`src/rtl/rx_idle_pkg.sv`:
```
package rx_idle_pkg;

  // Number of bit periods in one character frame.
  function automatic int unsigned frame_bits(logic word8, logic par_en, logic stop2);
    int unsigned n;
    n = 1;
    n = n + (word8 ? 8 : 7);
    n = n + (par_en ? 1 : 0);
    n = n + (stop2 ? 2 : 1);
    return n;
  endfunction

  // Idle threshold in frames for a given select code.
  function automatic int unsigned idle_frames(logic [1:0] sel, int unsigned base);
    return base << sel;
  endfunction

endpackage

```
`src/rtl/idle_frame_len.sv`:
```
module idle_frame_len #(
  parameter int TICKS_PER_BIT = 16,
  parameter int TICK_W        = 8
) (
  input  logic              word8,
  input  logic              parity_en,
  input  logic              two_stop,
  output logic [TICK_W-1:0] frame_ticks
);
  import rx_idle_pkg::*;

  always_comb begin
    frame_ticks = TICK_W'(frame_bits(word8, parity_en, two_stop) * TICKS_PER_BIT);
  end
endmodule

```
`src/rtl/idle_frame_timer.sv`:
```
module idle_frame_timer #(
  parameter int TICK_W  = 8,
  parameter int FRAME_W = 6
) (
  input  logic               clk,
  input  logic               rst_n,
  input  logic               tick,
  input  logic               line,
  input  logic               char_done,
  input  logic               rx_busy,
  input  logic [TICK_W-1:0]  frame_ticks,
  input  logic [FRAME_W-1:0] thr_frames,
  output logic               fire
);
  localparam logic [FRAME_W-1:0] FRAME_MAX = '1;

  logic               armed;
  logic [TICK_W-1:0]  tick_cnt;
  logic [FRAME_W-1:0] frame_cnt;
  logic               hold;
  logic               frame_end;

  // Any of these restarts the idle window.
  assign hold      = !armed || rx_busy || !line || char_done;
  // >= keeps the counter safe if the format shrinks mid-window.
  assign frame_end = tick && (tick_cnt >= TICK_W'(frame_ticks - 1'b1));
  assign fire      = !hold && frame_end && (frame_cnt == thr_frames);

  always_ff @(posedge clk or negedge rst_n) begin
    if (!rst_n) begin
      armed     <= 1'b0;
      tick_cnt  <= '0;
      frame_cnt <= '0;
    end else begin
      if (char_done)  armed <= 1'b1;
      else if (fire)  armed <= 1'b0;

      if (hold) begin
        tick_cnt  <= '0;
        frame_cnt <= '0;
      end else if (tick) begin
        if (frame_end) begin
          tick_cnt <= '0;
          if (frame_cnt != FRAME_MAX) frame_cnt <= frame_cnt + 1'b1;
        end else begin
          tick_cnt <= tick_cnt + 1'b1;
        end
      end
    end
  end

  // arming only ever follows a character completion
  a_r3_arm_after_char: assert property (@(posedge clk) disable iff (!rst_n)
    $rose(armed) |-> $past(char_done));

  // a firing disarms the window
  a_r6_one_shot: assert property (@(posedge clk) disable iff (!rst_n)
    fire |=> !armed);

  // busy receiver leaves the window empty
  a_r4_busy_restarts: assert property (@(posedge clk) disable iff (!rst_n)
    rx_busy |=> (tick_cnt == '0 && frame_cnt == '0));

  // without a tick the counters do not move
  a_r4_tick_only: assert property (@(posedge clk) disable iff (!rst_n)
    (!tick && !hold) |=> $stable(tick_cnt) && $stable(frame_cnt));
endmodule

```
`src/rtl/idle_flag_reg.sv`:
```
module idle_flag_reg (
  input  logic clk,
  input  logic rst_n,
  input  logic fire,
  input  logic clr,
  output logic flag
);
  always_ff @(posedge clk or negedge rst_n) begin
    if (!rst_n)     flag <= 1'b0;
    else if (fire)  flag <= 1'b1;
    else if (clr)   flag <= 1'b0;
  end

  // sticky without a clear
  a_r5_sticky: assert property (@(posedge clk) disable iff (!rst_n)
    flag && !clr |=> flag);

  // a clear without a new firing empties the flag
  a_r5_clear: assert property (@(posedge clk) disable iff (!rst_n)
    clr && !fire |=> !flag);

  // a firing is visible on the next cycle
  a_r2_fire_sets: assert property (@(posedge clk) disable iff (!rst_n)
    fire |=> flag);
endmodule

```
`src/rtl/rx_idle_detect.sv`:
```
module rx_idle_detect #(
  parameter int TICKS_PER_BIT = 16,
  parameter int BASE_FRAMES   = 4
) (
  input  logic       clk,
  input  logic       rst_n,
  input  logic       baud_tick16,
  input  logic       rx_line,
  input  logic       char_done,
  input  logic       rx_busy,
  input  logic       word8,
  input  logic       parity_en,
  input  logic       two_stop,
  input  logic [1:0] idle_sel,
  input  logic       idle_irq_en,
  input  logic       idle_dma_en,
  input  logic       idle_clr,
  output logic       idle_flag,
  output logic       rx_idle,
  output logic       idle_irq,
  output logic       idle_dma_req
);
  import rx_idle_pkg::*;

  localparam int MAX_FRAMES = BASE_FRAMES << 3;
  localparam int FRAME_W    = $clog2(MAX_FRAMES + 2);
  localparam int TICK_W     = $clog2(TICKS_PER_BIT * 12 + 1);

  logic [TICK_W-1:0]  frame_ticks;
  logic [FRAME_W-1:0] thr_frames;
  logic               fire;

  assign thr_frames = FRAME_W'(idle_frames(idle_sel, BASE_FRAMES));

  idle_frame_len #(.TICKS_PER_BIT(TICKS_PER_BIT), .TICK_W(TICK_W)) u_len (
    .word8       (word8),
    .parity_en   (parity_en),
    .two_stop    (two_stop),
    .frame_ticks (frame_ticks)
  );

  idle_frame_timer #(.TICK_W(TICK_W), .FRAME_W(FRAME_W)) u_timer (
    .clk         (clk),
    .rst_n       (rst_n),
    .tick        (baud_tick16),
    .line        (rx_line),
    .char_done   (char_done),
    .rx_busy     (rx_busy),
    .frame_ticks (frame_ticks),
    .thr_frames  (thr_frames),
    .fire        (fire)
  );

  idle_flag_reg u_flag (
    .clk   (clk),
    .rst_n (rst_n),
    .fire  (fire),
    .clr   (idle_clr),
    .flag  (idle_flag)
  );

  assign rx_idle      = !rx_busy;
  assign idle_irq     = idle_flag && idle_irq_en;
  assign idle_dma_req = idle_flag && idle_dma_en;

  // computed frame length stays inside the legal format range
  a_r1_frame_range: assert property (@(posedge clk) disable iff (!rst_n)
    (frame_ticks >= TICK_W'(9 * TICKS_PER_BIT)) && (frame_ticks <= TICK_W'(12 * TICKS_PER_BIT)));

  // interrupt never asserted without the flag
  a_r7_irq_needs_flag: assert property (@(posedge clk) disable iff (!rst_n)
    idle_irq |-> idle_flag);

  // DMA request never asserted without the flag
  a_r8_dma_needs_flag: assert property (@(posedge clk) disable iff (!rst_n)
    idle_dma_req |-> idle_flag);
endmodule

```
`config.mk`:
```
export PLATFORM = sky130hd
export DESIGN_NAME = rx_idle_detect
export DESIGN_NICKNAME = d
export VERILOG_FILES = /design/src/rtl/rx_idle_pkg.sv /design/src/rtl/idle_frame_len.sv /design/src/rtl/idle_frame_timer.sv /design/src/rtl/idle_flag_reg.sv /design/src/rtl/rx_idle_detect.sv
export SDC_FILE = /design/constraint.sdc
export NUM_CORES = 1
export LEC_CHECK = 0
export ABC_AREA = 1
export BUFFER_PORTS_ARGS = -buffer_cell sky130_fd_sc_hd__buf_2
export CORE_MARGIN = 3
export CORE_UTILIZATION = 45
export DETAILED_ROUTE_END_ITERATION = 8
export HOLD_SLACK_MARGIN = 0.06
export PLACE_DENSITY = 0.65
export SYNTH_ARGS = -nofsm -noshare
export SYNTH_HDL_FRONTEND = slang
export SYNTH_HIERARCHICAL = 1
export SYNTH_SLANG_ARGS = --single-unit
```
`constraint.sdc`:
```
create_clock -name clk -period 1.5 [get_ports clk]
set_input_delay 0.075 -clock clk [delete_from_list [all_inputs] [get_ports clk]]
set_output_delay 0.075 -clock clk [all_outputs]
set_load 0.005 [all_outputs]
```
## Word level (Yosys, flattened, before mapping)

Cells that the tools add are included.

- Bits in registers: 16
- Input port bits: 14
- Output and inout bits: 4
- Word-level logic and storage cells: 46

- Add/subtract/negate cells: 6
- $lt $le $gt $ge: 1
- Eq/ne operators: 2
- Shifts and indexed selects: 1
- Multiplexer cells: 14
- Reductions and logical operators: 18

Operators with widths:

| cell | count |
|---|---|
| 2-to-1 mux 6 bit | 4 |
| 2-to-1 mux 8 bit | 3 |
| nonzero test 2 bit | 5 |
| adder 4 bit | 2 |
| adder 8 x 1 -> 8 bit (second input constant) | 1 |
| greater-or-equal comparator 8 bit | 1 |
| subtractor 8 x 1 -> 8 bit (second input constant) | 1 |
| adder 6 x 1 -> 6 bit (second input constant) | 1 |
| equality test 6 bit | 1 |
| != test 6 bit (second input constant) | 1 |
| left shift 3 x 2 -> 6 bit (first input constant) | 1 |
| logical AND 1 bit | 5 |
| 2-to-1 mux 1 bit | 5 |
| adder 1 x 4 -> 4 bit (first input constant) | 1 |
| zero test 1 bit | 4 |
| 2-to-1 mux 4 bit | 1 |
| logical OR 1 bit | 3 |
| AND reduction 3 bit | 1 |
| 2-to-1 mux 2 bit | 1 |

## Longest topological paths before layout

Gate-level depths: netlist of the first run.

- Depth after elaboration: 11
- Gate-level depth with buffers: 18
- Depth with buffers taken out: 18

## Cells and area by module

Netlist of the first run, hierarchy kept.

Modules (own cells, without submodules):

| module | times used | cells an instance | area an instance (um^2) | sequential area each (um^2) |
|---|---|---|---|---|
| idle_frame_timer | 1 | 180 | 1,293.7 | 375.4 |
| idle_frame_len | 1 | 29 | 193.9 | 0.0 |
| rx_idle_detect | 1 | 13 | 48.8 | 0.0 |
| idle_flag_reg | 1 | 5 | 40.0 | 25.0 |

## Least setup slack after synthesis of the first run

OpenSTA, ideal clock, no wires.

- Kind: input port to flip-flop
- Start point: input port parity_en
- End point: register u_timer.frame_cnt[3]
- Setup time: 117 ps
- Arrival time: 2,362 ps
- Required time: 1,383 ps
- Path slack: -979 ps
- Cell stages on the path: 16
- Path buffers: 0
- Cells stage by stage: inv_1 -> ha_1 -> inv_1 -> ha_1 -> fa_1 -> xor2_1 -> nor3_1 -> xnor2_1 -> ha_1 -> a21oi_1 -> o21a_1 -> nand2_2 -> nand3_4 -> nand2_4 -> nand2_1 -> nand2_1

- Word-level cells in the longest chain between the ends: 8

RTL lines:

| element | RTL line | text |
|---|---|---|
| start: declaration | rx_idle_detect.sv:12 | `input logic parity_en,` |
| 2-to-1 mux 1 bit | rx_idle_pkg.sv:8 | `n = n + (par_en ? 1 : 0);` |
| adder 4 bit | rx_idle_pkg.sv:8 |  |
| adder 4 bit | rx_idle_pkg.sv:9 | `n = n + (stop2 ? 2 : 1);` |
| via frame_ticks[6] | rx_idle_detect.sv:29 | `logic [TICK_W-1:0] frame_ticks;` |
| subtractor 8 x 1 -> 8 bit | idle_frame_timer.sv:26 | `assign frame_end = tick && (tick_cnt >= TICK_W'(frame_ticks - 1'b1));` |
| greater-or-equal comparator 8 bit | idle_frame_timer.sv:26 |  |
| logical AND 1 bit | idle_frame_timer.sv:26 |  |
| nonzero test 2 bit (no source line) | - |  |
| AND reduction 3 bit (no source line) | - |  |
| end signal: assignment | idle_frame_timer.sv:44 | `if (frame_cnt != FRAME_MAX) frame_cnt <= frame_cnt + 1'b1;` |
| end: declaration | idle_frame_timer.sv:19 | `logic [FRAME_W-1:0] frame_cnt;` |

The timed path passes the listed nets, and every way through them passes these cells.
A chain may end at the register's enable or synchronous reset.

## Final worst setup path of the first run

Same ends and word-level chain as after synthesis.

==> flow_metrics.tcl, run 1 <==
set metrics [dict create \
    powerDensity_mw_per_mm2 505 \
    die_area_mm2 0.00425 \
    placed_cells 307 \
    finalHoldViolCount 0 \
    cts_tree "built" \
    crit_type "primary input to flop" \
    hold_start "baud_tick16" \
    synth-simple-area-share 0.351 \
    synth-seq-area-share 0.254 \
    drv_cap 0 \
    fin_crit_sh 1.51 \
    slew_viol_final 0 \
    cts_made_buffers 3 \
    synth_area_mm2 0.00158 \
    synthAdderAreaFrac 0.140 \
    holdPathStages 3 \
    cp-start-kind "primary input" \
    setup_violations 16 \
    fmax_mhz 441 \
    grt_max_degree 17 \
    area_growth_pct 28.2 \
    grt_pass1_vias 1330 \
    vdd_ir_drop_max_mv 0.424 \
    busiest_layer "met2" \
    crit_required_ns 1.68 \
    yosys_warnings 6 \
    drtAntennaViolNets 0 \
    gp_congestion 0.848 \
    synth-edff-count 0 \
    reg2reg_depth 11 \
    drt_iter0_markers 43 \
    synth-compound-area-share 0.0365 \
    grt.overflow.total 0 \
    finalInstanceArea_mm2 0.00202 \
    cp-end-kind "flop" \
    drive_gt1_frac 0.275 \
    grt.total_usage 0.168 \
    numPortBuffers 17 \
    rows 20 \
    clk_latency_ns 0.29 \
    ys.flop_type "dfrtp_1" \
    timing.rr.end "u_timer/frame_cnt[3]$_DFFE_PN0P_" \
    met1_usage 0.229 \
    ys_seq_elements 16 \
    reg2reg_slack_ns -0.14 \
    run_status "complete, but fails checks" \
    die_w_um 65.2 \
    grt_antenna_before_repair 0 \
    htreeDepth 1 \
    grt_pass1_wl_um 5650 \
    viasPerCell 4.51 \
    hpwl_um 2470 \
    path_max_fanout 7 \
    synth.avg_cell_area_um2 6.94 \
    nNetsFinal 305 \
    post-place-ws_ns -1.16 \
    cts.sinks 16 \
    start_util 0.492 \
    synthMuxAreaShare 0 \
    critPathArrivalTime_ns 2.45 \
    routed_wl_um 3030 \
    reg2reg_from "u_timer/tick_cnt[3]$_DFFE_PN0P_" \
    skew_ns 0.00153 \
    core_area_mm2 0.00320 \
    ios 18 \
    async_reset_ff_frac 1.00 \
    synth_cell_type_count 28 \
    drc 0 \
    synthCells 227 \
    stdcell_count 317 \
    met3_usage 0.0359 \
    grt_util_met2 0.274 \
    holdPathEnd "u_timer/tick_cnt[4]$_DFFE_PN0P_" \
    synth_xor_area_frac 0.0833 \
    violations "negative setup slack" \
    fp.dieH_um 65.2 \
    rsz0062_at_grt "yes" \
    cts_root_buffer "clkbuf_4" \
    layout_min_cycle_time_ns 2.27 \
    cellLeakagePower_nw 1.13 \
    timing.final.ws_setup_ns -0.765 \
    routedWlPerCell_um 9.55 \
    clk_path_buf_depth 2 \
    clk_pin_slew_worst_paths_ns 0.09 \
    synth_top_family_by_area "simple AND/OR/NAND/NOR gates" \
    num_vias 1431 \
    hold_path.class "primary input to flop" \
    placed_area_mm2 0.00190 \
    diodes 0 \
    drt-pass1-iter-count 4 \
]
worst max path at each step:
stage	startpoint	to	slack, ns
6_report	parity_en	u_timer/frame_cnt[3]$_DFFE_PN0P_	-0.77
5_1_grt	word8	u_timer/tick_cnt[1]$_DFFE_PN0P_	-0.90
4_1_cts	parity_en	u_timer/frame_cnt[3]$_DFFE_PN0P_	-0.79
3_5_place_dp	parity_en	u_timer/frame_cnt[3]$_DFFE_PN0P_	-1.16
3_3_place_gp	parity_en	u_timer/frame_cnt[0]$_DFFE_PN0P_	-1.10
2_1_floorplan	parity_en	u_timer/frame_cnt[3]$_DFFE_PN0P_	-0.82
flip-flops by register name, summed over array words and instances, names as in the netlist:
signal and count:
u_timer/tick_cnt 8, u_timer/frame_cnt 6, u_flag/flag 1, u_timer/armed 1
kinds of logic (layout without fill, tap and decap cells):
family | Yosys count | after routing
AND/OR/NAND/NOR | 116 | 116
buffers and inverters | 50 | 92
adder cells (fa/ha/maj) | 17 | 17
flip-flops | 16 | 16
XOR/XNOR | 15 | 15
AO/OA/AOI/OAI | 11 | 11
other | 2 | 6
layout make-up:
class                   instances  area [µm²]
multi-input cells             165        1040
inverters                      45         181
repair buffers                 43         304
well taps                      44        55.1
clock buffers                   4        36.3
fillers                       303        1180
flip-flops and latches         16         400
timing repair:
item	4_1_cts	5_1_grt
hold buffers	3	0
gates resized for setup	7	1
hold endpoints to repair	18	0
pin swaps	11	3
endpoints found under the setup margin	16	16
buffers inserted	3	0
gates cloned	0	0
report_power, final:
group | switching, mW | total (mW) | leakage [nW] | internal [mW]
Sequential | 0.00142 | 0.435 | 0.218 | 0.434
Combinational | 0.155 | 0.297 | 0.893 | 0.142
Clock | 0.140 | 0.288 | 0.0210 | 0.148
cell usage in the layout, fill, tap and decap left out:
| master | netlist | final |
|---|---|---|
| buf_6 | 0 | 1 |
| clkbuf_8 | 0 | 1 |
| and3_1 | 1 | 1 |
| dlygate4sd3_1 | 0 | 3 |
| nor2_4 | 1 | 1 |
| dfrtp_1 | 16 | 16 |
| clkbuf_4 | 0 | 3 |
| nand3_4 | 1 | 1 |
| fa_2 | 0 | 1 |
| buf_2 | 0 | 15 |
| ha_4 | 0 | 2 |
| ha_1 | 16 | 14 |
| nand2_1 | 58 | 56 |
| conb_1 | 2 | 6 |
| nand2_2 | 4 | 6 |
| nand3_1 | 13 | 12 |
| nor3_4 | 1 | 1 |
| buf_4 | 5 | 23 |
| o21a_1 | 1 | 1 |
| xnor2_1 | 4 | 4 |
| nor3b_1 | 2 | 2 |
| o21ai_1 | 4 | 4 |
| inv_12 | 0 | 1 |
| nand4_1 | 4 | 4 |
| nand2_4 | 1 | 1 |
| xor2_2 | 0 | 1 |
| nor2_2 | 2 | 2 |
| xor2_1 | 11 | 10 |
| buf_8 | 0 | 1 |
| a21oi_2 | 0 | 1 |
| nor3_2 | 1 | 3 |
| nand3_2 | 2 | 3 |
| inv_1 | 39 | 37 |
| o21ai_0 | 1 | 1 |
| inv_2 | 6 | 7 |
| nor3_1 | 5 | 3 |
| nor2_1 | 20 | 20 |
| a21oi_1 | 5 | 4 |
metrics by stage:
stage	hold slack, ns	util	setup TNS, ns	power, mW
floorplan	-0.221	-	-12.17	0.632
global placement	0.0194	0.595	-16.84	0.715
detailed placement	0.0174	0.595	-17.76	0.721
CTS	0.129	0.630	-12.02	1.04
global route	0.172	0.631	-13.91	1.10
finish	0.143	0.631	-11.72	1.02
Yosys cell counts, types with 2 or more instances:
| cell | instances | area share |
|---|---|---|
| nand2_1 | 58 | 0.14 |
| nor3b_1 | 2 | 0.0095 |
| dfrtp_1 | 16 | 0.25 |
| nor3_1 | 5 | 0.016 |
| ha_1 | 16 | 0.13 |
| buf_4 | 5 | 0.024 |
| nand2_2 | 4 | 0.016 |
| nor2_2 | 2 | 0.0079 |
| nor2_1 | 20 | 0.048 |
| nand3_1 | 13 | 0.041 |
| inv_1 | 39 | 0.093 |
| nand4_1 | 4 | 0.016 |
| xnor2_1 | 4 | 0.022 |
| inv_2 | 6 | 0.014 |
| a21oi_1 | 5 | 0.016 |
| xor2_1 | 11 | 0.061 |
| nand3_2 | 2 | 0.013 |
| o21ai_1 | 4 | 0.013 |
| conb_1 | 2 | 0.0048 |
per-layer routing:
metal  vias up  wire length (µm)
met5         -                 0
met4         0                14
met3         2               153
met2        30              1310
met1       614              1550
li1        785                 -
critical path, stage by stage:
cell and delay (ns):
buf_8 0.09, inv_12 0.03, ha_4 0.24, inv_2 0.03, ha_4 0.15, fa_2 0.46, nor3_2 0.22, xnor2_1 0.14
ha_1 0.27, a21oi_2 0.15, o21a_1 0.16, nand2_2 0.09, nand3_4 0.14, nand2_4 0.08, nand2_1 0.06, nand2_1 0.05
No activity file was read; power rests on OpenSTA's default activity.
==> run 2: changes to the inputs <==
- BUFFER_PORTS_ARGS: -buffer_cell sky130_fd_sc_hd__buf_2 -> not set
- DONT_BUFFER_PORTS: not set -> 1
- HOLD_SLACK_MARGIN: 0.06 -> 0.12
- PLACE_DENSITY: 0.65 -> 0.6
==> flow_metrics.tcl, run 2 (synthesis results as in run 1) <==
set metrics [dict create \
    ios 18 \
    layout_commonest_cell "nand2_1" \
    cp-start-kind "primary input" \
    critPathArrivalTime_ns 2.45 \
    hpwl_um 2610 \
    slew_viol_final 0 \
    htreeDepth 1 \
    setup_violations 16 \
    reg2reg_slack_ns -0.20 \
    rows 20 \
    skew_ns 0.00100 \
    drive_gt1_frac 0.235 \
    drt_iter0_markers 47 \
    reg2reg_depth 11 \
    timing.rr.end "u_timer/frame_cnt[1]$_DFFE_PN0P_" \
    fin_crit_sh 1.48 \
    drv_cap 0 \
    core_area_mm2 0.00320 \
    rsz0062_at_grt "yes" \
    cts_made_buffers 3 \
    most-common-layout-cells "55 x nand2_1, 35 x inv_1, 19 x nor2_1, 17 x buf_4, 16 x dfrtp_1" \
    cts.sinks 16 \
    layout_min_cycle_time_ns 2.22 \
    fin_tns_setup_ns -10.65 \
    clk_path_buf_depth 2 \
    numPortBuffers 0 \
    cts_root_buffer "clkbuf_4" \
    wl_met1_um 1440 \
    drtAntennaViolNets 0 \
    drt-pass1-iter-count 4 \
    grt_pass1_vias 1354 \
    nNetsFinal 283 \
    die_w_um 65.2 \
    grt_max_degree 17 \
    vdd_ir_drop_max_mv 0.360 \
    grt.total_usage 0.164 \
    crit_required_ns 1.72 \
    fp.dieH_um 65.2 \
    timing.final.ws_setup_ns -0.722 \
    num_vias 1430 \
    violations "negative setup slack" \
    grt.overflow.total 0 \
    wl_met3_um 181 \
    viasPerCell 4.85 \
    grt_antenna_before_repair 0 \
    finalHoldViolCount 0 \
    cellLeakagePower_nw 1.03 \
    die_area_mm2 0.00425 \
    path_max_fanout 7 \
    top_regs "u_timer/tick_cnt (8), u_timer/frame_cnt (6)" \
    start_util 0.492 \
    gp_congestion 0.803 \
    cts_tree "built" \
    regMostFlops "u_timer/tick_cnt" \
    post-place-ws_ns -0.978 \
    diodes 0 \
    clk_pin_slew_worst_paths_ns 0.09 \
    crit_type "primary input to flop" \
    cp-end-kind "flop" \
    routedWlPerCell_um 10.9 \
    reg2reg_from "u_timer/tick_cnt[3]$_DFFE_PN0P_" \
    powerDensity_mw_per_mm2 523 \
    run_status "complete, but fails checks" \
    hold_path.class "primary input to flop" \
    drc 0 \
    routed_wl_um 3220 \
    area_growth_pct 22.5 \
    wl_met2_um 1590 \
    holdWs_ns 0.127 \
    critPathLaunch "parity_en" \
    critPathCapture "u_timer/frame_cnt[5]$_DFFE_PN0P_" \
    worst_slew_pin_slew_ns 0.748 \
    fmax_mhz 450 \
    largest_reg_flops 8 \
    grt_pass1_wl_um 5600 \
    top_layer "met4" \
    max-slew-margin-rel 0.500 \
    clk_latency_ns 0.28 \
]
run 2: cell count changes in the layout (fill, tap and decap cells not counted), sizes merged:
cell,delta
dlygate4sd3,+1
buf,-23
run 2: final cells by class:
type | count | area, µm²
Clock buffer | 4 | 36.3
Fill cell | 306 | 1270
Inverter | 45 | 181
Multi-Input combinational cell | 165 | 1090
Sequential cell | 16 | 400
Tap cell | 44 | 55.1
Timing Repair Buffer | 21 | 168
run 2: per-stage QoR:
stage	cells	cell area (µm²)	power, mW	util
2_1_floorplan	231	1650	0.632	-
3_3_place_gp	286	1790	0.670	0.559
3_5_place_dp	286	1790	0.680	0.559
4_1_cts	294	1870	0.988	0.582
5_1_grt	295	1930	1.09	0.603
6_report	295	1930	1.01	0.603
run 2: how the worst min path moves through the flow:
stage / startpoint / endpoint / depth (start not counted)
after global routing: baud_tick16 / u_timer/tick_cnt[7]$_DFFE_PN0P_ / 5
after global placement: rst_n / u_flag/flag$_DFFE_PN0P_ / 0
after floorplan: rst_n / u_flag/flag$_DFFE_PN0P_ / 0
after detailed placement: rst_n / u_flag/flag$_DFFE_PN0P_ / 0
final: rx_line / u_timer/frame_cnt[4]$_DFFE_PN0P_ / 4
after CTS: baud_tick16 / u_timer/tick_cnt[7]$_DFFE_PN0P_ / 5
run 2: metal layers:
| metal | GRT usage | vias to the layer above |
|---|---|---|
| met2 | 0.287 | 36 |
| met4 | 0.0233 | 0 |
| met5 | 0 | - |
| li1 | - | 740 |
| met1 | 0.210 | 652 |
| met3 | 0.0376 | 2 |
run 2: timing repair:
| item | CTS | global route |
|---|---|---|
| gates resized for setup | 0 | 11 |
| pin swaps | 3 | 5 |
| hold buffers | 4 | 0 |
| endpoints found under the setup margin | 16 | 16 |
| buffers inserted | 0 | 1 |
| hold endpoints to repair | 32 | 0 |
run 2: critical path, cell delays in order:
cell and delay, ns:
inv_12 0.01, ha_4 0.24, inv_2 0.03, ha_4 0.15, fa_2 0.46, nor3_2 0.15
xor2_1 0.22, inv_1 0.10, ha_4 0.28, nand2_4 0.04, o21a_1 0.21, nand2_2 0.10
nand3_4 0.12, nand2_4 0.13, nand2_1 0.05, nand2_1 0.06
run 2: power by group:
part           switching [mW]  leakage [nW]  internal (mW)
Combinational           0.161         0.794          0.131
Clock                   0.136        0.0210          0.148
Sequential            0.00146         0.218          0.434
==> run 3: changes to the inputs <==
- PLACE_DENSITY: 0.6 -> 0.67
- SYNTH_HIERARCHICAL: 1 -> not set
==> flow_metrics.tcl, run 3 <==
set metrics [dict create \
    synthMuxAreaShare 0 \
    holdPathEnd "u_timer.tick_cnt[0]$_DFFE_PN0P_" \
    grt.overflow.total 0 \
    crit_required_ns 1.70 \
    reg2reg_from "u_timer.tick_cnt[7]$_DFFE_PN0P_" \
    rsz0062_at_grt "yes" \
    fillCellCount 243 \
    swShare 0.288 \
    ios 18 \
    synth_area_mm2 0.00136 \
    synth-compound-area-share 0.0376 \
    yosys.area.top_type_share 0.294 \
    fmax_mhz 464 \
    synth_fp_nets 224 \
    die_area_mm2 0.00372 \
    reg2reg_depth 10 \
    violations "negative hold slack, negative setup slack" \
    area_growth_pct 26.7 \
    synth_top_family_by_area "simple AND/OR/NAND/NOR gates" \
    synth-simple-area-share 0.360 \
    finalHoldViolCount 3 \
    cts_hold_buf 4 \
    start_util 0.482 \
    critPathArrivalTime_ns 2.35 \
    power_frac_seq 0.453 \
    drc 0 \
    clk_pin_slew_worst_paths_ns 0.10 \
    drt_iter0_markers 46 \
    crit_path_top_delay_cell "fa_2" \
    holdPathStages 2 \
    viasPerCell 5.03 \
    routedWlPerCell_um 12.0 \
    diodes 0 \
    path_max_fanout 6 \
    core_area_mm2 0.00283 \
    p_int_mw 0.686 \
    ys_seq_elements 16 \
    yosys_warnings 0 \
    drtAntennaViolNets 0 \
    routed_wl_um 2970 \
    grt_antenna_before_repair 0 \
    crit_type "primary input to flop" \
    reg2reg_slack_ns -0.04 \
    slew_viol_final 0 \
    drv_cap 0 \
    layout_min_cycle_time_ns 2.15 \
    clk_path_buf_depth 2 \
    drive_gt1_frac 0.231 \
    crit_buf_inv 5 \
    cts_tree "built" \
    num_vias 1242 \
    worst_slew_pin_slew_ns 0.762 \
    holdWs_ns -0.0945 \
    ys.flop_type "dfrtp_1" \
    cpLargestDelayFamily "adder cells" \
    synthAdderAreaFrac 0.149 \
    layout_commonest_cell "nand2_1" \
    regMostFlops "u_timer.tick_cnt" \
    clk_latency_ns 0.30 \
    path_cells "inv_8, ha_4, inv_4, ha_4, fa_2, inv_2, ha_4, xnor2_1, ha_1, nand2_1, inv_1, nand2_1, nand3_2, nand2_4, nand2_8, buf_8, nand3_2, nand2_1" \
    timing.rr.end "u_timer.frame_cnt[2]$_DFFE_PN0P_" \
    run_status "complete, but fails checks" \
    cp-end-kind "flop" \
    synth_xor_area_frac 0.0450 \
    drt-pass1-iter-count 4 \
    cellLeakagePower_nw 0.876 \
    async_reset_ff_frac 1.00 \
    timing.final.ws_setup_ns -0.654 \
    fin_util 0.610 \
    vdd_ir_drop_max_mv 0.531 \
    skew_ns 0.00164 \
    synth-edff-count 0 \
    yosys-top-cells-count "61 x nand2_1, 35 x inv_1, 18 x nor2_1" \
    cts.sinks 16 \
    rows 19 \
    synth.most_common_cell "nand2_1" \
    hold_path.class "primary input to flop" \
    powerDensity_mw_per_mm2 558 \
    cts_root_buffer "clkbuf_4" \
    setup_violations 16 \
    hold_start "baud_tick16" \
    gp_congestion 0.804 \
    most-common-layout-cells "60 x nand2_1, 32 x inv_1, 17 x nor2_1, 16 x dfrtp_1, 13 x buf_4" \
    power_frac_comb 0.234 \
    worst_path_largest_cell_delay_ns 0.55 \
    synth_cell_type_count 24 \
    grt_max_degree 17 \
    hpwl_um 2210 \
    htreeDepth 1 \
    max-slew-margin-rel 0.490 \
    synth.area.top_cells "dfrtp_1 29%, nand2_1 17%, ha_1 12%" \
    top_regs "u_timer.tick_cnt (8), u_timer.frame_cnt (6)" \
    clockPowerShare 0.313 \
    yosysTopAreaCell "dfrtp_1" \
    fp.dieH_um 61.0 \
    finalInstanceArea_mm2 0.00173 \
    nNetsFinal 246 \
    placed_area_mm2 0.00157 \
    grt.total_usage 0.179 \
    cts_made_buffers 3 \
    grt_pass1_vias 1219 \
    synth.avg_cell_area_um2 6.99 \
    synthCells 195 \
    largest_reg_flops 8 \
    numPortBuffers 0 \
    synth-seq-area-share 0.294 \
    cp-start-kind "primary input" \
    die_w_um 61.0 \
    fin_crit_sh 1.44 \
    p_switching_mw 0.277 \
    grt_pass1_wl_um 5050 \
]
-- run 3: routing by layer --
metal  wire, µm  GRT usage  up-vias
met5          0          0        -
met4          6     0.0310        0
met3        165     0.0419        2
met2       1400      0.289       31
met1       1390      0.248      570
li1           -          -      639
-- run 3: through the flow --
stage | power (mW) | setup WS [ns] | std cells | TNS (ns)
finish | 0.963 | -0.654 | 247 | -9.98
global placement | 0.627 | -1.02 | 237 | -15.13
floorplan | 0.589 | -0.914 | 195 | -13.56
detailed placement | 0.634 | -1.10 | 237 | -16.27
CTS | 0.968 | -0.673 | 247 | -10.38
global route | 1.03 | -0.770 | 247 | -11.82
-- run 3: layout make-up --
class	count	area [µm²]	share of cell area
timing repair buffer	19	173	0.100
multi-input combinational	141	932	0.540
inverter	36	146	0.0848
tap	31	38.8	0.0225
sequential	16	400	0.232
clock buffer	4	36.3	0.0210
-- run 3: how the worst max path moves through the flow --
stage / start / endpoint / depth (start not counted)
floorplan: word8 / u_timer.frame_cnt[0]$_DFFE_PN0P_ / 17
global placement: parity_en / u_timer.frame_cnt[3]$_DFFE_PN0P_ / 18
detailed placement: parity_en / u_timer.frame_cnt[3]$_DFFE_PN0P_ / 18
CTS: parity_en / u_timer.frame_cnt[2]$_DFFE_PN0P_ / 18
global route: parity_en / u_timer.frame_cnt[0]$_DFFE_PN0P_ / 18
finish: parity_en / u_timer.frame_cnt[2]$_DFFE_PN0P_ / 18
-- run 3: cell families (layout without fill, tap and decap cells) --
kind of cell / count (synthesis) / count (layout)
AO/OA/AOI/OAI: 10 / 10
AND/OR/NAND/NOR: 109 / 109
flip-flops: 16 / 16
XOR/XNOR: 7 / 7
adder cells (fa/ha/maj): 15 / 15
buffers and inverters: 38 / 59
-- run 3: what timing repair did --
action | CTS | global route
setup buffers | 2 | 0
pin swaps | 20 | 3
hold endpoints to repair | 24 | 7
gates cloned | 0 | 0
endpoints found under the setup margin | 16 | 16
resized for setup | 14 | 3
-- run 3: power by group through the flow --
stage | combinational (mW) | sequential [mW] | clock (mW)
6_report | 0.225 | 0.436 | 0.301
5_1_grt | 0.257 | 0.437 | 0.339
4_1_cts | 0.224 | 0.436 | 0.308
3_5_place_dp | 0.189 | 0.445 | 0
3_3_place_gp | 0.182 | 0.445 | 0
2_1_floorplan | 0.145 | 0.445 | 0
